## src/rtl/fsg_pkg.sv

```systemverilog
package fsg_pkg;
  localparam int LEN_W   = 8;
  localparam int ACT_W   = 7;
  localparam int CNT_W   = LEN_W + 1;
  localparam int CFG_W   = 32;
  localparam int LEN_LSB = 0;
  localparam int ACT_LSB = 8;
  localparam int HALF_BIT = 16;
  localparam int POL_BIT  = 17;
  localparam int OFF_BIT  = 18;
  localparam logic [LEN_W-1:0] MIN_LAST = LEN_W'(7);

  typedef struct packed {
    logic             offsetEarly;
    logic             polHigh;
    logic             halfMark;
    logic [ACT_W-1:0] actFld;
    logic [LEN_W-1:0] lenFld;
  } fsgCfg_t;

  typedef struct packed {
    logic clear;
    logic load;
    logic step;
  } fsgStrobe_t;
endpackage

```

## src/rtl/fsg_ctrl.sv

```systemverilog
module fsg_ctrl
  import fsg_pkg::*;
#(
  parameter logic [CFG_W-1:0] CFG_RESET = 32'h7
) (
  input  logic             clk,
  input  logic             rstN,
  input  logic             cfgWrEn,
  input  logic [CFG_W-1:0] cfgWrData,
  input  logic             enable,
  input  logic             bitTick,
  output fsgCfg_t          cfg,
  output fsgStrobe_t       strobe
);
  localparam fsgCfg_t RST_CFG = '{
    offsetEarly: CFG_RESET[OFF_BIT],
    polHigh:     CFG_RESET[POL_BIT],
    halfMark:    CFG_RESET[HALF_BIT],
    actFld:      CFG_RESET[ACT_LSB +: ACT_W],
    lenFld:      CFG_RESET[LEN_LSB +: LEN_W]
  };

  fsgCfg_t wrCfg;
  logic    running;
  logic    unusedBits;

  always_comb begin
    wrCfg.offsetEarly = cfgWrData[OFF_BIT];
    wrCfg.polHigh     = cfgWrData[POL_BIT];
    wrCfg.halfMark    = cfgWrData[HALF_BIT];
    wrCfg.actFld      = cfgWrData[ACT_LSB +: ACT_W];
    wrCfg.lenFld      = cfgWrData[LEN_LSB +: LEN_W];
  end

  assign unusedBits = ^{cfgWrData[CFG_W-1:OFF_BIT+1], cfgWrData[ACT_LSB+ACT_W]};

  // settings are frozen while running
  always_ff @(posedge clk) begin
    if (!rstN) begin
      cfg <= RST_CFG;
    end else if (cfgWrEn && !enable) begin
      cfg <= wrCfg;
    end
  end

  always_ff @(posedge clk) begin
    if (!rstN) begin
      running <= 1'b0;
    end else if (!enable) begin
      running <= 1'b0;
    end else if (bitTick) begin
      running <= 1'b1;
    end
  end

  always_comb begin
    strobe.clear = !enable;
    strobe.load  = enable && bitTick && !running;
    strobe.step  = enable && bitTick && running;
  end
endmodule

```

## src/rtl/fsg_datapath.sv

```systemverilog
module fsg_datapath
  import fsg_pkg::*;
#(
  parameter logic RESET_IDLE = 1'b1
) (
  input  logic             clk,
  input  logic             rstN,
  input  fsgCfg_t          cfg,
  input  fsgStrobe_t       strobe,
  output logic             fsOut,
  output logic [LEN_W-1:0] bitIndex,
  output logic             chanRight,
  output logic             frameStart
);
  logic [LEN_W-1:0] lastIdx;
  logic [CNT_W-1:0] frameLen;
  logic [CNT_W-1:0] halfLen;
  logic [CNT_W-1:0] actLen;
  logic [LEN_W-1:0] nextIdx;
  logic [CNT_W-1:0] nextIdxW;
  logic             active;

  always_comb begin
    lastIdx  = (cfg.lenFld < MIN_LAST) ? MIN_LAST : cfg.lenFld;
    frameLen = {1'b0, lastIdx} + CNT_W'(1);
    halfLen  = frameLen >> 1;
    actLen   = cfg.halfMark ? halfLen : (CNT_W'(cfg.actFld) + CNT_W'(1));
    if (strobe.load || bitIndex >= lastIdx) nextIdx = '0;
    else nextIdx = bitIndex + LEN_W'(1);
    nextIdxW = {1'b0, nextIdx};
    // early mode: window covers the last bit plus the first actLen-1 bits
    if (cfg.offsetEarly) active = (nextIdx == lastIdx) || (nextIdxW + CNT_W'(1) < actLen);
    else                 active = nextIdxW < actLen;
  end

  always_ff @(posedge clk) begin
    if (!rstN) begin
      bitIndex   <= '0;
      fsOut      <= RESET_IDLE;
      chanRight  <= 1'b0;
      frameStart <= 1'b0;
    end else if (strobe.clear) begin
      bitIndex   <= '0;
      fsOut      <= !cfg.polHigh;
      chanRight  <= 1'b0;
      frameStart <= 1'b0;
    end else if (strobe.load || strobe.step) begin
      bitIndex   <= nextIdx;
      fsOut      <= cfg.polHigh ? active : !active;
      chanRight  <= nextIdxW >= halfLen;
      frameStart <= nextIdx == '0;
    end
  end
endmodule

```

## src/rtl/frame_sync_gen.sv

```systemverilog
module frame_sync_gen
  import fsg_pkg::*;
#(
  parameter logic [CFG_W-1:0] CFG_RESET = 32'h7
) (
  input  logic             clk,
  input  logic             rstN,
  input  logic             cfgWrEn,
  input  logic [CFG_W-1:0] cfgWrData,
  input  logic             enable,
  input  logic             bitTick,
  output logic             fsOut,
  output logic [LEN_W-1:0] bitIndex,
  output logic             chanRight,
  output logic             frameStart
);
  fsgCfg_t    cfg;
  fsgStrobe_t strobe;

  fsg_ctrl #(.CFG_RESET(CFG_RESET)) u_ctrl (
    .clk(clk), .rstN(rstN), .cfgWrEn(cfgWrEn), .cfgWrData(cfgWrData),
    .enable(enable), .bitTick(bitTick), .cfg(cfg), .strobe(strobe)
  );

  fsg_datapath #(.RESET_IDLE(!CFG_RESET[POL_BIT])) u_dp (
    .clk(clk), .rstN(rstN), .cfg(cfg), .strobe(strobe),
    .fsOut(fsOut), .bitIndex(bitIndex), .chanRight(chanRight), .frameStart(frameStart)
  );
endmodule

```

## config.mk

```make
export PLATFORM = sky130hd
export DESIGN_NAME = frame_sync_gen
export DESIGN_NICKNAME = d
export VERILOG_FILES = /design/src/rtl/fsg_pkg.sv /design/src/rtl/fsg_ctrl.sv /design/src/rtl/fsg_datapath.sv /design/src/rtl/frame_sync_gen.sv
export SDC_FILE = /design/constraint.sdc
export NUM_CORES = 1
export LEC_CHECK = 0
export ABC_AREA = 1
export BUFFER_PORTS_ARGS = -buffer_cell sky130_fd_sc_hd__buf_2
export CAP_MARGIN = 10
export CORE_MARGIN = 3
export CORE_UTILIZATION = 52
export DETAILED_ROUTE_END_ITERATION = 6
export PLACE_DENSITY = 0.8
export SLEW_MARGIN = 20
export SYNTH_ARGS = -nofsm -noshare
export SYNTH_HDL_FRONTEND = slang
export SYNTH_HIERARCHICAL = 1
export SYNTH_SLANG_ARGS = --single-unit
```

## constraint.sdc

```tcl
create_clock -name clk -period 3.59 [get_ports clk]
set_clock_uncertainty 0.1 [all_clocks]
set_input_delay 0 -clock clk [delete_from_list [all_inputs] [get_ports clk]]
set_output_delay 0 -clock clk [all_outputs]
set_load 0.005 [all_outputs]
```

==> results.md, run 1 <==
* Status: finished, violations left
* Failing checks: negative setup slack
* I/O pin cnt at 48
* Via count at 3266
* H-tree levels at 2
* Drt total wl at 8.71 mm
* Met3 usage at 0.0586
* CP arrival at around 3700 ps
* PD cells at 310 mW/mm2
* Vias per std cell at 5.35
* Least-Margin Pin Slew at 517 ps
* Final hold slack at ~22 ps
* Largest net degree at the start of global routing at 22
* Worst VDD drop at 0.222 mV
* CP Class: reg2reg
* # DRC at 0
* Worst setup SP type: flop
* Synth Area in Compound Gates at 0.0900
* TritonCTS clock tree: yes
* R2r startpoint: u_ctrl/cfg[3]
* Fillcell total at 424
* Worst Path Buf+Inv at 4
* R2r worst-path depth at 34
* Crit-path slowest cell: dfxtp_2
* Worst skew pair latency at 280 ps
* Layout cell share with drive strength beyond 1 at 0.321
* Adder-cell share of the synthesized area at 0.145
* Root buf cell: clkbuf_8
* Count of cell types in the netlist at 36
* Area leader, netlist: dfxtp_1
* Initial antenna violation count at 0
* R2r setup slk at -10 ps
* Top Usage Layer GRT: met2
* RSZ-0062 raised after global routing: true
* M1 GR Usage at 0.296
* Core area at 0.00557 mm2
* Buffers on Ports at 33
* FMAX at approximately 280 MHz
* Hold-critical path depth at 3
* GRT overflow at 0
* Area grow syn2layout at 32.3%
* DIE AREA at ~0.0068 mm2
* Post-synthesis cell count at 451
* Post-synthesis register bit count at 30
* Syn_nets at around 520
* Dpl cell area at 0.00338 mm2
* Dominant cells by area after synthesis: dfxtp_1 (20%), ha_1 (14%), nand2_1 (12%)
* TritonCTS Buffers at 5
* Slew Limit Fails at 0
* Yosys top cell area share at 0.198
* Pleak at approximately 2.1 nW
* Per-cell routed wire length at 14.2 um
* Mux cell area share after synthesis at 0
* Max-cap violations at 0
* Hold Vio Cnt, Final at 0
* Worst-path clk slew at 70 ps
* Die X at 82.3 um
* Simple-gate area share of the yosys netlist at 0.396
* Final non-filler cell total at between 600 and 700
* Met2 usage at 0.480
* Placer Congestion at 0.903
* End of the worst hold path: u_ctrl/cfg[8]
* Mapped Avg Cell Area at 6.72 um2
* CP peak stage delay at 330 ps
* XOR/XNOR Fraction of Synth Area at 0.0405
* DR pass1 iterations at 5
* Worst Hold Class: in2reg
* Area of the multi-input gates at 0.00221 mm2
* Part of the cycle the worst path needs at 1.00
* RR Endpoint: u_dp/fsOut
* Number of nets in the layout at 610
* Largest family of logic cells by synthesized area: simple AND/OR/NAND/NOR gates
* Final setup fails at 1
* Die height at 82.3 um
* Maximum clock path buffer count at 2
* Netlist Area Pre-Place at approximately 0.003 mm2
* GRT Total Usage at 0.263
* Worst setup margin at -14.3 ps
* Design Area, Final at about 0.0040 mm2
* First-pass GRT wire length at 13.8 mm
* Clk sinks at 30
* DR iter-0 viols at 259
* Share of the yosys chip area belonging to registers at 0.198
* Min-delay src: rstN
* Worst slew margin at 0.656
* Critical Path RT at roughly 3700 ps
* Warnings, synthesis at 6
* Starting Density at 0.543
* Final min period at 3600 ps
* Seq. cell area at between 600 and 700 um2
* Antenna-violating nets left at 0
* Final HPWL DP at 5.97 mm
* Critical path's most frequent cell: nand2_1
* Crit path max fanout at 6
* Vias in the first global route at 3104
* Worst setup EP type: flop
* Placed insts at 572
* Site Rows at 27
* Delay-heaviest family, CP: simple AND/OR/NAND/NOR gates
* Antenna cells at 0
## worst max-delay path by stage
stage,from,endpoint,slack [ps],cells after the start
after floorplan,u_ctrl/cfg[4],u_dp/fsOut,130,34
final,u_ctrl/cfg[3],u_dp/fsOut,-10,34
after CTS,u_ctrl/cfg[1],u_dp/fsOut,2,34
after global routing,u_ctrl/cfg[2],u_dp/fsOut,-310,32
after detailed placement,u_ctrl/cfg[0],u_dp/fsOut,-110,34
after global placement,u_ctrl/cfg[1],u_dp/fsOut,90,33
## report_power, final
part	total (mW)	internal (mW)	leakage, nW	switching [mW]
Clock	0.434	0.296	0.0714	0.138
Combinational	0.439	0.186	1.75	0.253
Sequential	0.370	0.353	0.246	0.0173
## logic make-up after synthesis
kind of cell | count (synthesis)
flip-flops | 30
adder cells (fa/ha/maj) | 35
buffers and inverters | 87
XOR/XNOR | 14
AND/OR/NAND/NOR | 237
AO/OA/AOI/OAI | 48
## placed cells by master, fill, tap and decap left out, drive strengths merged, types with 3 or more instances in the layout
master       netlist  layout
nand2            103     103
inv               75      75
nor2              70      70
buf                9      68
nand3             45      45
ha                35      35
dfxtp             30      30
dlygate4sd3        0      23
a21oi             18      18
o21ai             16      16
nand4             13      13
xor2              13      13
clkbuf             2       6
a31oi              5       5
nor3               4       4
o21a               3       3
a211oi             3       3
## tightest hold or removal path, cell delays in order
cell and delay [ps]:
buf_2 220, nand2_1 110, nor2_1 30
## sequential cells by signal, summed over array words and instances, names as in the netlist
signal           flops
u_dp/frameStart      1
u_ctrl/cfg          18
u_ctrl/running       1
u_dp/bitIndex        8
u_dp/fsOut           1
u_dp/chanRight       1
## Yosys cell counts
library cell  count
nor3_1            3
inv_1            58
a211oi_1          3
a21boi_0          1
o21ai_1           4
dfxtp_1          30
xor2_1           13
ha_1             35
a31oi_1           5
nand4_1          13
nand2_1          98
nand3_4           1
nand2_2           4
buf_6             6
a21oi_1          17
o31ai_1           1
inv_2            17
nor4_1            1
o21ai_0          12
nand3_2          22
nor2_8            1
nor2_4            1
nor2_1           51
nand2_4           1
nor2_2           17
buf_2             1
xnor2_1           1
nor3_2            1
o21a_1            3
a21oi_2           1
or2_2             1
clkbuf_1          2
nand3_1          22
clkinv_1          1
o21bai_1          1
buf_8             2
## through the flow
stage	setup TNS, ps	total power [mW]	util	setup slack, ps
floorplan	0	0.631	-	129
global placement	0	0.717	0.606	90.6
detailed placement	-109	0.730	0.606	-109
CTS	0	1.20	0.689	2.10
global route	-315	1.32	0.719	-315
finish	-14.3	1.24	0.719	-14.3
## final cells by class
| class | instances | share of cell area |
|---|---|---|
| clock inverter | 2 | 0.0150 |
| multi-input combinational | 334 | 0.552 |
| sequential | 30 | 0.151 |
| clock buffer | 6 | 0.0206 |
| tap | 72 | 0.0225 |
| timing repair buffer | 91 | 0.167 |
| inverter | 76 | 0.0718 |
## what timing repair did
item | 4_1_cts | 5_1_grt
hold buffers | 23 | 0
setup endpoints to repair | 1 | 1
endpoints found under the hold margin | 19 | 0
gates resized for setup | 14 | 32
setup buffers | 7 | 1
pin swaps | 7 | 28
## layer usage
| layer | vias to the layer above | part of all wire |
|---|---|---|
| met4 | 0 | 0.014 |
| met1 | 1534 | 0.40 |
| met3 | 12 | 0.056 |
| li1 | 1614 | - |
| met2 | 106 | 0.52 |
| met5 | - | 0 |
(Power assumes the default switching activity.)
==> inputs of run 2 (changes only) <==
--- a/config.mk
+++ b/config.mk
@@ -11,4 +11,5 @@
 export CORE_MARGIN = 3
 export CORE_UTILIZATION = 52
+export CTS_CLUSTER_DIAMETER = 200
 export DETAILED_ROUTE_END_ITERATION = 6
 export PLACE_DENSITY = 0.8
==> constraint.sdc (replaced) <==
create_clock -name clk -period 3.59 [get_ports clk]
set_clock_uncertainty 0.1 [all_clocks]
set_input_delay 0.359 -clock clk [delete_from_list [all_inputs] [get_ports clk]]
set_output_delay 0.359 -clock clk [all_outputs]
set_load 0.005 [all_outputs]
==> run 2 against run 1 <==
The run now ends clean. Final area fell by 8.0%. Flip-flop and latch count stayed put. Largest cell class unchanged. First-iteration DRC count fell by 38%. Critical endpoint unchanged.
==> results.md, run 2 (synthesis results as in run 1) <==
* Post-layout util at 0.662 (was 0.719)
* Vias per std cell at 5.30 (was 5.35)
* R2r setup slk at 110 ps (was -10 ps)
* Site Rows at 27 (unchanged)
* PD cells at 289 mW/mm2 (was 310 mW/mm2)
* DR iter-0 viols at 161 (was 259)
* Worst setup EP type: flop (unchanged)
* Antenna cells at 0 (unchanged)
* TritonCTS Buffers at 5 (unchanged)
* Final non-filler cell total at 584 (was 611)
* CP arrival at 3560 ps (was 3690 ps)
* I/O pin cnt at 48 (unchanged)
* Dpl cell area at 0.00338 mm2 (unchanged)
* CP Class: reg2reg (unchanged)
* Buffers on Ports at 33 (unchanged)
* DR pass1 iterations at 5 (unchanged)
* Largest registers: u_ctrl/cfg (18), u_dp/bitIndex (8) (unchanged)
* Post-Route Setup TNS at 0 ps (was -14.3 ps)
* GRT Total Usage at 0.236 (was 0.263)
* Maximum clock path buffer count at 2 (unchanged)
* Overall Power at 1.07 mW (was 1.24 mW)
* DIE AREA at 0.00678 mm2 (unchanged)
* Vias in the first global route at 2930 (was 3104)
* Status: finished clean (was finished, violations left)
* Via count at 3098 (was 3266)
* Critical Path RT at 3670 ps (was 3680 ps)
* Area grow syn2layout at 21.8% (was 32.3%)
* Pleak at 1.92 nW (was 2.06 nW)
* Worst setup SP type: flop (unchanged)
* Design Area, Final at 0.00369 mm2 (was 0.00401 mm2)
* TritonCTS clock tree: yes (unchanged)
* Die X at 82.3 um (unchanged)
* Placer Congestion at 0.906 (was 0.903)
* Hold Vio Cnt, Final at 0 (unchanged)
* Part of the cycle the worst path needs at 0.969 (was 1.00)
* Fillcell total at 497 (was 424)
* Worst slew margin at 0.663 (was 0.656)
* Reg with most FFs: u_ctrl/cfg (unchanged)
* H-tree levels at 2 (unchanged)
* Root buf cell: clkbuf_8 (unchanged)
* Final setup fails at 0 (was 1)
* Drt total wl at 7.77 mm (was 8.71 mm)
* Critical path's most frequent cell: nand2_1 (unchanged)
* Hold-fix buffers at CTS at 0 (was 23)
* GRT overflow at 0 (unchanged)
* Crit path max fanout at 5 (was 6)
* Final HPWL DP at 6.02 mm (was 5.97 mm)
* FMAX at 288 MHz (was 277 MHz)
* Most frequent cells in the layout: nand2_1 (94), nor2_1 (49), inv_1 (49), buf_2 (33) (was nand2_1 (92), inv_1 (52), nor2_1 (49), buf_2 (33), buf_4 (32))
* Placed insts at 572 (unchanged)
* Starting Density at 0.543 (unchanged)
* Initial antenna violation count at 0 (unchanged)
* First-pass GRT wire length at 12.6 mm (was 13.8 mm)
* RSZ-0062 raised after global routing: true (unchanged)
* CP peak stage delay at 340 ps (was 330 ps)
* Slew Limit Fails at 0 (unchanged)
* Max FFs per register at 18 (unchanged)
* # DRC at 0 (unchanged)
* Worst-path clk slew at 70 ps (about the same)
* Worst Hold Class: in2reg (unchanged)
* Clk sinks at 30 (unchanged)
* Number of nets in the layout at 583 (was 610)
* Final hold slack at 202 ps (was 22.2 ps)
* Worst VDD drop at 0.236 mV (was 0.222 mV)
* Post-Place Setup Slack at -110 ps (was -109 ps)
* Die height at 82.3 um (unchanged)
* Antenna-violating nets left at 0 (unchanged)
* Core area at 0.00557 mm2 (unchanged)
* Max-cap violations at 0 (unchanged)
* Crit-path slowest cell: dfxtp_2 (unchanged)
* Largest net degree at the start of global routing at 22 (unchanged)
* Worst setup margin at 112 ps (was -14.3 ps)
* Final min period at 3480 ps (was 3600 ps)
* Worst skew pair latency at 280 ps (about the same)
* Layout cell share with drive strength beyond 1 at 0.336 (was 0.321)
* Per-cell routed wire length at 13.3 um (was 14.2 um)
* Commonest non-fill, non-tap cell in the layout: nand2_1 (unchanged)
* Least-Margin Pin Slew at 506 ps (was 517 ps)
run 2: changes by cell type in the layout (fill, tap and decap cells not counted), sizes merged:
cell / previous run / this run
buf: 68 / 64
bufinv: 2 / 0
clkinvlp: 0 / 1
clkinv: 1 / 2
dlygate4sd3: 23 / 0
run 2: path summary, 6_finish.rpt:
path	start	to	depth (start not counted)
setup / recovery	u_ctrl/cfg[1]	u_dp/fsOut	32
hold / removal	bitTick	u_ctrl/running	3
setup reg to reg	u_ctrl/cfg[1]	u_dp/fsOut	32
hold reg to reg	u_dp/frameStart	u_dp/frameStart	2
run 2: cell type report:
type	count	area, um2	area share
multi-input combinational	334	2210	0.598
sequential	30	607	0.165
timing repair buffer	64	402	0.109
inverter	76	288	0.0780
tap	72	90.1	0.0244
clock buffer	6	82.6	0.0224
clock inverter	2	12.5	0.00339
run 2: timing repair:
action                                  CTS  global route
setup buffers                             3             2
pin swaps                                17            22
gates cloned                              0             0
endpoints found under the setup margin    1             1
resized for setup                        21            24
run 2: layer usage:
metal	track usage	wire [um]
met1	0.282	3270
met2	0.421	3810
met3	0.0401	464
met4	0.0847	221
met5	0	0
run 2: critical path: cells and delay by family (launching register included):
kind                       cells  cell delay [ps]
AOI/OAI and AO/OA              1              180
DFF                            1              340
xor gates and xnor gates       1              160
adders and majority gates      3              670
and+or+nand+nor               23             1610
buffers and inverters          4              310
run 2: power breakdown:
group	switching (mW)	total, mW	internal [mW]
logic	0.241	0.404	0.163
clock network	0.138	0.292	0.154
registers	0.0179	0.371	0.353
==> inputs of run 3 (changes only) <==
PLACE_DENSITY = 0.82   (was 0.8)
==> run 3 against run 2 <==
The flow now finishes with violations (negative setup slack). Cell count rose by 3.4%. Register-to-register slack got worse by 180 ps. Routed wire length rose by 19%. Final area rose by 7.0%. Power rose by 14%. Worst setup slack got worse by 180 ps. Largest cell class unchanged. Global-route usage rose by 2.6 points.
==> results.md, run 3 (synthesis results as in run 1) <==
* Status: finished, violations left (was finished clean)
* Failing checks: negative setup slack
* Post-layout util at 0.708 (was 0.662)
* I/O pin cnt at 48 (unchanged)
* Worst Hold Class: in2reg (unchanged)
* First-pass GRT wire length at 13.7 mm (was 12.6 mm)
* Worst VDD drop at 0.242 mV (was 0.236 mV)
* Commonest non-fill, non-tap cell in the layout: nand2_1 (unchanged)
* Hold Vio Cnt, Final at 0 (unchanged)
* Crit path launch: u_ctrl/cfg[3] (was u_ctrl/cfg[1])
* CP Class: reg2reg (unchanged)
* Placed insts at 570 (was 572)
* Die X at 82.3 um (unchanged)
* Max-cap violations at 0 (unchanged)
* Initial antenna violation count at 0 (unchanged)
* Root buf cell: clkbuf_8 (unchanged)
* Crit path max fanout at 2 (was 5)
* Via count at 3302 (was 3098)
* Crit-path slowest cell: dfxtp_2 (unchanged)
* Layout cell share with drive strength beyond 1 at 0.387 (was 0.336)
* Min-delay src: bitTick (unchanged)
* TritonCTS Buffers at 5 (unchanged)
* Post-Route Setup TNS at -67.6 ps (was 0 ps)
* Max FFs per register at 18 (unchanged)
* Largest net degree at the start of global routing at 22 (unchanged)
* Area grow syn2layout at 30.2% (was 21.8%)
* Post-Place Setup Slack at -150 ps (was -110 ps)
* End of the worst hold path: u_ctrl/running (unchanged)
* GRT Total Usage at 0.263 (was 0.236)
* Reg with most FFs: u_ctrl/cfg (unchanged)
* TritonCTS clock tree: yes (unchanged)
* CP peak stage delay at 340 ps (about the same)
* Overall Power at 1.21 mW (was 1.07 mW)
* Number of nets in the layout at 603 (was 583)
* Final HPWL DP at 5.91 mm (was 6.02 mm)
* Worst slew margin at 0.665 (was 0.663)
* FMAX at 273 MHz (was 288 MHz)
* Design Area, Final at 0.00395 mm2 (was 0.00369 mm2)
* Placer Congestion at 0.907 (was 0.906)
* Worst setup EP type: flop (unchanged)
* Site Rows at 27 (unchanged)
* Die height at 82.3 um (unchanged)
* Drt total wl at 9.21 mm (was 7.77 mm)
* Critical Path RT at 3690 ps (was 3670 ps)
* RSZ-0062 raised after global routing: true (unchanged)
* Largest registers: u_ctrl/cfg (18), u_dp/bitIndex (8) (unchanged)
* Worst setup SP type: flop (unchanged)
* Hold-critical path depth at 3 (unchanged)
* Dpl cell area at 0.00336 mm2 (was 0.00338 mm2)
* Slew Limit Fails at 0 (unchanged)
* Maximum clock path buffer count at 2 (unchanged)
* Least-Margin Pin Slew at 502 ps (was 506 ps)
* Final min period at 3660 ps (was 3480 ps)
* Final hold slack at 186 ps (was 202 ps)
* # DRC at 0 (unchanged)
* Part of the cycle the worst path needs at 1.02 (was 0.969)
* Starting Density at 0.543 (unchanged)
* Antenna-violating nets left at 0 (unchanged)
* Final non-filler cell total at 604 (was 584)
* Antenna cells at 0 (unchanged)
* Vias in the first global route at 3094 (was 2930)
* RR Endpoint: u_dp/fsOut (unchanged)
* Buffers on Ports at 33 (unchanged)
* Worst skew pair latency at 290 ps (was 280 ps)
* Hold-fix buffers at CTS at 0 (unchanged)
* Worst-path clk slew at 70 ps (about the same)
* H-tree levels at 2 (unchanged)
* Pleak at 2.04 nW (was 1.92 nW)
* PD cells at 308 mW/mm2 (was 289 mW/mm2)
* DIE AREA at 0.00678 mm2 (unchanged)
* DR iter-0 viols at 213 (was 161)
* R2r worst-path depth at 25 (was 32)
* R2r startpoint: u_ctrl/cfg[3] (was u_ctrl/cfg[1])
* Most frequent cells in the layout: nand2_1 (90), inv_1 (50), buf_4 (49), nor2_1 (48), buf_2 (33) (was nand2_1 (94), nor2_1 (49), inv_1 (49), buf_2 (33))
* Clk sinks at 30 (unchanged)
* Per-cell routed wire length at 15.3 um (was 13.3 um)
* GRT overflow at 0 (unchanged)
* R2r setup slk at -70 ps (was 110 ps)
* CP arrival at 3750 ps (was 3560 ps)
* Core area at 0.00557 mm2 (unchanged)
* Vias per std cell at 5.47 (was 5.30)
* DR pass1 iterations at 5 (unchanged)
* Worst setup margin at -67.6 ps (was 112 ps)
* Final setup fails at 1 (was 0)
run 3: final cells by class:
| class | count | area (um2) |
|---|---|---|
| Fill cell | 449 | 1630 |
| Timing Repair Buffer | 84 | 556 |
| Tap cell | 72 | 90.1 |
| Inverter | 76 | 288 |
| Sequential cell | 30 | 609 |
| Clock inverter | 3 | 45.0 |
| Clock buffer | 5 | 68.8 |
| Multi-Input combinational cell | 334 | 2290 |
run 3: report_power, final:
part | switching (mW) | internal (mW)
clock | 0.154 | 0.206
combinational | 0.276 | 0.202
sequential | 0.0206 | 0.353
run 3: layer usage:
layer | GRT usage | share of wire | vias to the layer above
li1 | - | - | 1609
met1 | 0.295 | 0.41 | 1526
met2 | 0.474 | 0.50 | 132
met3 | 0.0499 | 0.052 | 35
met4 | 0.123 | 0.038 | 0
met5 | 0 | 0 | -
run 3: critical path: cells and delay by family (launching register included):
family / cells / cell delay [ps]
XOR/XNOR: 1 / 190
flip-flops: 1 / 340
buffers and inverters: 6 / 750
adder cells (fa/ha/maj): 1 / 270
AND/OR/NAND/NOR: 11 / 940
AO/OA/AOI/OAI: 6 / 940
run 3: repair_timing:
action | in CTS | in global routing
pin swaps | 14 | 21
resized for setup | 26 | 41
endpoints found under the setup margin | 1 | 2
buffers inserted | 19 | 7
run 3: worst max path at each step:
stage	end	slack, ps	cells past startpoint
2_1_floorplan	u_dp/fsOut	130	34
3_5_place_dp	u_dp/fsOut	-150	32
5_1_grt	u_dp/fsOut	-250	32
4_1_cts	u_dp/fsOut	3	26
6_report	u_dp/fsOut	-70	25
3_3_place_gp	u_dp/fsOut	-10	32
